## src/rtl/vga_line_frame_seq.sv

```systemverilog
`timescale 1ns/1ps
module vga_line_frame_seq #(
  parameter int HPERIOD   = 16,
  parameter int HPIX      = 8,
  parameter int HS_START  = 10,
  parameter int HS_END    = 13,
  parameter int VIS_START = 2,
  parameter int VFP_START = 6,
  parameter int VS_START  = 8,
  parameter int VS_END    = 10,
  parameter bit HS_POS    = 1'b0,
  parameter bit VS_POS    = 1'b0
) (
  input  logic clk,
  input  logic rst,
  output logic hsync,
  output logic vsync,
  output logic visible,
  output logic line_stb,
  output logic frame_stb
);
  localparam int HW = $clog2(HPERIOD);
  localparam int LW = $clog2(VS_END + 1);
  localparam int VS_RISE_LINE = (VS_START + 1 == VS_END) ? 0 : VS_START + 1;

  typedef enum logic [1:0] {PH_BP, PH_VIS, PH_FP, PH_SYNC} phase_t;

  logic [HW-1:0] hcnt;
  logic [LW-1:0] lcnt, lcnt_inc, lcnt_nx;
  phase_t        ph, ph_nx;
  logic          eol, hs_act, vs_act;

  assign eol      = (hcnt == HW'(HPERIOD - 1));
  assign lcnt_inc = lcnt + 1'b1;
  assign hs_act   = (int'(hcnt) >= HS_START) && (int'(hcnt) < HS_END);
  assign hsync    = HS_POS ? hs_act : ~hs_act;
  assign vsync    = VS_POS ? vs_act : ~vs_act;

  always_comb begin
    ph_nx   = ph;
    lcnt_nx = lcnt_inc;
    case (ph)
      PH_BP:   if (lcnt_inc == LW'(VIS_START)) ph_nx = PH_VIS;
      PH_VIS:  if (lcnt_inc == LW'(VFP_START)) ph_nx = PH_FP;
      PH_FP:   if (lcnt_inc == LW'(VS_START))  ph_nx = PH_SYNC;
      PH_SYNC: if (lcnt_inc == LW'(VS_END)) begin
        ph_nx   = PH_BP;
        lcnt_nx = '0;
      end
      default: ph_nx = PH_BP;
    endcase
  end

  always_ff @(posedge clk) begin
    if (rst) begin
      hcnt      <= '0;
      lcnt      <= '0;
      ph        <= PH_BP;
      visible   <= 1'b0;
      line_stb  <= 1'b0;
      frame_stb <= 1'b0;
      vs_act    <= 1'b0;
    end else begin
      hcnt      <= eol ? '0 : hcnt + 1'b1;
      line_stb  <= 1'b0;
      frame_stb <= 1'b0;
      if (eol) begin
        lcnt      <= lcnt_nx;
        ph        <= ph_nx;
        visible   <= (ph_nx == PH_VIS);
        line_stb  <= (ph_nx == PH_VIS);
        frame_stb <= (ph == PH_SYNC) && (ph_nx == PH_BP);
        vs_act    <= (ph == PH_SYNC);
      end
    end
  end

  initial begin
    a_r3_param_order: assert (HPIX <= HS_START && HS_START < HS_END && HS_END <= HPERIOD &&
                              0 < VIS_START && VIS_START < VFP_START &&
                              VFP_START < VS_START && VS_START < VS_END)
      else $error("sequencer boundary parameters out of order");
  end

  a_r1_hpos_range: assert property (@(posedge clk) disable iff (rst)
    int'(hcnt) < HPERIOD);
  a_r3_hsync_after_pixels: assert property (@(posedge clk) disable iff (rst)
    hs_act |-> int'(hcnt) >= HPIX);
  a_r4_visible_bounds: assert property (@(posedge clk) disable iff (rst)
    visible |-> (int'(lcnt) >= VIS_START && int'(lcnt) < VFP_START));
  a_r5_frame_at_line0: assert property (@(posedge clk) disable iff (rst)
    frame_stb |-> (lcnt == '0 && hcnt == '0));
  a_r6_vsync_rise: assert property (@(posedge clk) disable iff (rst)
    $rose(vs_act) |-> int'(lcnt) == VS_RISE_LINE);
  a_r6_vsync_fall: assert property (@(posedge clk) disable iff (rst)
    $fell(vs_act) |-> int'(lcnt) == 1);
  a_r7_strobe_visible: assert property (@(posedge clk) disable iff (rst)
    line_stb |-> (visible && hcnt == '0));
  a_r7_strobe_single: assert property (@(posedge clk) disable iff (rst)
    line_stb |=> !line_stb);
  a_r8_visible_edge: assert property (@(posedge clk) disable iff (rst)
    !$stable(visible) |-> hcnt == '0);
endmodule

```

## config.mk

```make
export PLATFORM = sky130hd
export DESIGN_NAME = vga_line_frame_seq
export DESIGN_NICKNAME = d
export VERILOG_FILES = /design/src/rtl/vga_line_frame_seq.sv
export SDC_FILE = /design/constraint.sdc
export NUM_CORES = 1
export LEC_CHECK = 0
export CAP_MARGIN = 15
export CORE_AREA = 4 4 41 43
export CTS_BUF_LIST = sky130_fd_sc_hd__clkbuf_4
export DETAILED_ROUTE_END_ITERATION = 8
export DIE_AREA = 0 0 45 47
export DONT_BUFFER_PORTS = 1
export PLACE_DENSITY = 0.88
export SKIP_LAST_GASP = 1
export SYNTH_ARGS = -nofsm -noshare
export SYNTH_HDL_FRONTEND = slang
export SYNTH_SLANG_ARGS = --single-unit
```

## constraint.sdc

```tcl
create_clock -name clk -period 3.1 [get_ports clk]
set_clock_uncertainty 0.15 [all_clocks]
set_input_delay 0.155 -clock clk [delete_from_list [all_inputs] [get_ports clk]]
set_output_delay 0.155 -clock clk [all_outputs]
set_load 0.005 [all_outputs]
```

==> results_tabular.tex <==
\begin{tabular}{lr}
\hline
Metric & Value \\
\hline
\multicolumn{2}{l}{\textbf{Critical path}} \\
\quad WP data required & 3.10 ns \\
\quad Critical Path, Cell by Cell & ha\_1 > and2\_4 > a21oi\_4 > a2bb2oi\_4 > o21ai\_0 > o21ai\_0 \\
\quad Endpoint of the most critical setup path & lcnt[0] \\
\quad Critical Path Source Type & flop \\
\quad Worst flop-to-flop path endpoint & lcnt[0] \\
\quad Standard cell with the maximum stage delay on the critical path & sky130\_fd\_sc\_hd\_\_dfxtp\_1 \\
\quad Critical Path Source & lcnt[0] \\
\quad Crit-path max FO & 10 \\
\quad Signal arrival time at the worst endpoint & $\sim$2.0 ns \\
\quad Worst Reg-to-Reg Cells & 6 \\
\quad Setup slack of the worst register-to-register path & around 1.1 ns \\
\quad Kind of capture point of the worst setup path & flop \\
\quad Startpoint of the most critical register-to-register path & lcnt[0] \\
\quad Critical Path Max Stage Delay & about 0.45 ns \\
\quad CP most frequent cell & sky130\_fd\_sc\_hd\_\_o21ai\_0 \\
\quad Critical setup path kind & flop to flop \\
\multicolumn{2}{l}{\textbf{Timing}} \\
\quad Sum Neg Setup Slack & 0 ns \\
\quad Hold Fails Final Rpt & 0 \\
\quad Period utilization & 64.0\% \\
\quad Final Max Tran Viols & 0 \\
\quad Final-layout worst hold slack & around 0.31 ns \\
\quad Worst rel slew slack & between 60\% and 70\% \\
\quad RSZ-0062 raised after global routing & no \\
\quad Transition time at the pin with the least slew margin & about 0.5 ns \\
\quad Total of endpoints with negative setup slack in the final report & 0 \\
\quad Final min period & about 2.0 ns \\
\quad Max frequency & 504 MHz \\
\multicolumn{2}{l}{\textbf{Clock tree}} \\
\quad \# clock sinks & 14 \\
\quad Insertion delay of the later-clocked pin in the worst-skew pair & $\sim$0.28 ns \\
\quad Max Root-Sink Buffers & 2 \\
\quad CTS resizes & 0 \\
\quad Master cell of the clock root buffer & sky130\_fd\_sc\_hd\_\_clkbuf\_4 \\
\quad Clock tree from TritonCTS & done \\
\quad Clock-pin slew on the worst setup and hold paths & 0.08 ns \\
\quad Number of setup buffers added after CTS & 0 \\
\quad Number of buffers inserted by hold repair at cts & 1 \\
\quad Number of buffers created by CTS & 3 \\
\quad H-Tree Level Count & 1 \\
\multicolumn{2}{l}{\textbf{Global routing}} \\
\quad Initial antenna violation count & 0 \\
\quad Largest net degree at the start of global routing & 13 \\
\quad Grt ovf & 0 \\
\quad Via count of the first global-routing pass & 597 \\
\quad Gr usage total & 17.5\% \\
\quad Global-route wire length before repair & $\sim$2.7 mm \\
\multicolumn{2}{l}{\textbf{Detailed routing}} \\
\quad DRC violation total after the first TritonRoute iteration & 4 \\
\quad Wire length reported by the detailed router & between 1.5 and 2 mm \\
\quad Wire per inst & about 14 um \\
\quad Final ANT Viol Nets & 0 \\
\quad Vias after detailed routing & between 600 and 700 \\
\quad TritonRoute pass-1 iters & 4 \\
\quad Vias per cell & about 6 \\
\quad Number of design rule violations left after detail routing & 0 \\
\multicolumn{2}{l}{\textbf{Finish}} \\
\quad Utilization after layout & around two thirds \\
\quad Number of nets in the finished design & approximately 110 \\
\quad Sequential standard cell area & between 200 and 300 um\^{}2 \\
\quad Number of filler instances in the final layout & about 120 \\
\quad Post-route design area & approximately 860 um\^{}2 \\
\quad Layout overhead on the synthesized area & 2.24\% \\
\quad Area taken by multi-input logic gates & 498 um\^{}2 \\
\quad Antenna diode instance count & 0 \\
\quad Fraction of layout instances using a drive strength above 1 & under 10\% \\
\multicolumn{2}{l}{\textbf{Hold path}} \\
\quad Class of the most critical hold timing path & flop to flop \\
\multicolumn{2}{l}{\textbf{Pwr}} \\
\quad Overall power consumption & approximately 300 uW \\
\quad Peak supply drop & $\sim$240 uV \\
\quad Pwr/cell area & between 300 and 400 mW/mm\^{}2 \\
\quad Static Leakage & $\sim$0.32 nW \\
\multicolumn{2}{l}{\textbf{Place}} \\
\quad Detailed Place HPWL & around 1.1 mm \\
\quad Placed standard-cell area & a little over 800 um\^{}2 \\
\quad Quantity of I/O buffers inserted on ports & 0 \\
\quad Gp weighted congestion & 0.759 \\
\multicolumn{2}{l}{\textbf{Synth}} \\
\quad Most instantiated flip-flop cell in the synthesis netlist & sky130\_fd\_sc\_hd\_\_dfxtp\_1 \\
\quad Summed instance area of the synthesized netlist & between 800 and 900 um\^{}2 \\
\quad Part of the Yosys area used for sequential elements & 33.5\% \\
\quad Post-Synthesis Mean Instance Area & 8.54 um\^{}2 \\
\quad Seq cells post-synth & 14 \\
\quad Total nets after synthesis & 106 \\
\quad Count of warnings emitted by yosys & 0 \\
\quad Cells after synthesis & 98 \\
\quad Count of flip-flops with a built-in enable after synthesis & 0 \\
\quad Fraction of registers with async set/reset & 0\% \\
\quad Number of distinct library cell variants in the gate-level netlist after synthesis & 35 \\
\multicolumn{2}{l}{\textbf{Die}} \\
\quad Standard-cell rows & 13 \\
\quad Number of ports placed on the die boundary & 7 \\
\quad Die height & between 40 and 50 um \\
\quad Starting Density & between 60\% and 70\% \\
\quad Die Span X & between 40 and 50 um \\
\quad Core Footprint & approximately 0.0013 mm\^{}2 \\
\quad Die Area & roughly 0.0021 mm\^{}2 \\
\multicolumn{2}{l}{\textbf{Run status}} \\
\quad Result of the run & completed \\
\multicolumn{2}{l}{\textbf{Job}} \\
\quad Maximum capacitance violations & 0 \\
\hline
\end{tabular}
cells in the mapped netlist, drive strengths merged, types with 2 or more instances:
cell,n,area share (%)
buf,4,3.4
nand2b,3,2.2
and3,2,1.5
mux2i,2,2.4
o21ai,4,2.4
a31oi,2,1.5
ha,6,9.0
xor2,2,2.1
inv,6,2.7
clkbuf,2,0.90
nand2,12,5.4
and2,3,2.5
nor3,5,3.0
nand3,5,3.0
dfxtp,14,33
nor2,7,3.1
a21oi,5,4.3
registers in the layout, indices dropped and copies added, names as in the netlist:
name,count
hcnt,4
lcnt,4
ph,2
frame_stb,1
line_stb,1
visible,1
vs_act,1
area by class of cell:
type,count,share of cell area [%]
Multi-Input combinational cell,72,58.2
Sequential cell,14,32.7
Clock buffer,3,2.63
Inverter,6,2.63
Tap cell,15,2.19
Timing Repair Buffer,1,1.17
Clock inverter,1,0.439
cells in the final DEF (no fill, tap or decap):
master                          count
sky130_fd_sc_hd__nor2b_1            1
sky130_fd_sc_hd__o211ai_2           1
sky130_fd_sc_hd__clkbuf_4           3
sky130_fd_sc_hd__dlygate4sd3_1      1
sky130_fd_sc_hd__clkinv_1           1
sky130_fd_sc_hd__a311oi_2           1
sky130_fd_sc_hd__a21boi_0           1
sky130_fd_sc_hd__nand2_1           12
sky130_fd_sc_hd__nand3b_1           1
sky130_fd_sc_hd__a41oi_1            1
sky130_fd_sc_hd__ha_1               6
sky130_fd_sc_hd__and2_1             2
sky130_fd_sc_hd__nor3_1             5
sky130_fd_sc_hd__mux2i_1            2
sky130_fd_sc_hd__o221ai_1           1
sky130_fd_sc_hd__inv_1              6
sky130_fd_sc_hd__o21ai_0            4
sky130_fd_sc_hd__a21oi_4            1
sky130_fd_sc_hd__and2_4             1
sky130_fd_sc_hd__nor4_1             1
sky130_fd_sc_hd__nor2_1             7
sky130_fd_sc_hd__xor2_1             2
sky130_fd_sc_hd__a21oi_1            4
sky130_fd_sc_hd__and3_1             2
sky130_fd_sc_hd__a2bb2oi_4          1
sky130_fd_sc_hd__o22ai_1            1
sky130_fd_sc_hd__nand2b_1           3
sky130_fd_sc_hd__xnor2_1            1
sky130_fd_sc_hd__a31oi_1            2
sky130_fd_sc_hd__o221a_2            1
sky130_fd_sc_hd__o311ai_0           1
sky130_fd_sc_hd__nand3_1            5
sky130_fd_sc_hd__nand4b_1           1
sky130_fd_sc_hd__dfxtp_1           14
per-stage QoR:
stage | setup slack [ns] | cells
after floorplan | 1.36 | 98
after global placement | 1.27 | 107
after detailed placement | 1.15 | 107
after CTS | 1.14 | 112
after global routing | 0.898 | 112
final | 1.12 | 112
power breakdown:
group / total (mW) / switching, mW / leakage [nW] / internal (mW)
sequential: 0.187 / 0.00391 / 0.113 / 0.183
combinational: 0.0122 / 0.00670 / 0.189 / 0.00547
clock: 0.102 / 0.0555 / 0.0154 / 0.0468
total: 0.301 / 0.0661 / 0.317 / 0.235
layer usage:
| metal | share of wire (%) | GRT usage [%] | vias to the layer above |
|---|---|---|---|
| li1 | - | - | 339 |
| met1 | 47 | 23.0 | 306 |
| met2 | 47 | 26.8 | 9 |
| met3 | 4.9 | 7.66 | 2 |
| met4 | 0.66 | 3.51 | 0 |
| met5 | 0 | 0 | - |
worst min-delay path by stage:
stage / startpoint / to / slack [ns] / cells after the start
after floorplan: rst / lcnt[3] / 0.18 / 3
after global placement: rst / ph[0] / 0.07 / 1
after detailed placement: rst / visible / 0.08 / 1
after CTS: vs_act / vs_act / 0.31 / 2
after global routing: vs_act / vs_act / 0.33 / 2
final: vs_act / vs_act / 0.31 / 2
logic make-up (layout without fill, tap and decap cells):
kind of cell,count (synthesis),in the layout,share of synthesized area (%)
AO/OA/AOI/OAI,20,20,20.8
XOR/XNOR,3,3,3.14
adder cells (fa/ha/maj),6,6,8.97
buffers and inverters,12,11,7.03
flip-flops,14,14,33.5
multiplexers,2,2,2.39
AND/OR/NAND/NOR,41,41,24.2
worst max-delay path: cells and delay by family, from the launching register on:
family	cells	cell delay [ns]
DFF	1	0.45
and+or+nand+nor	1	0.21
adders and majority gates	1	0.38
AOI/OAI and AO/OA	4	0.67
Power figures use the tool's default switching activity.
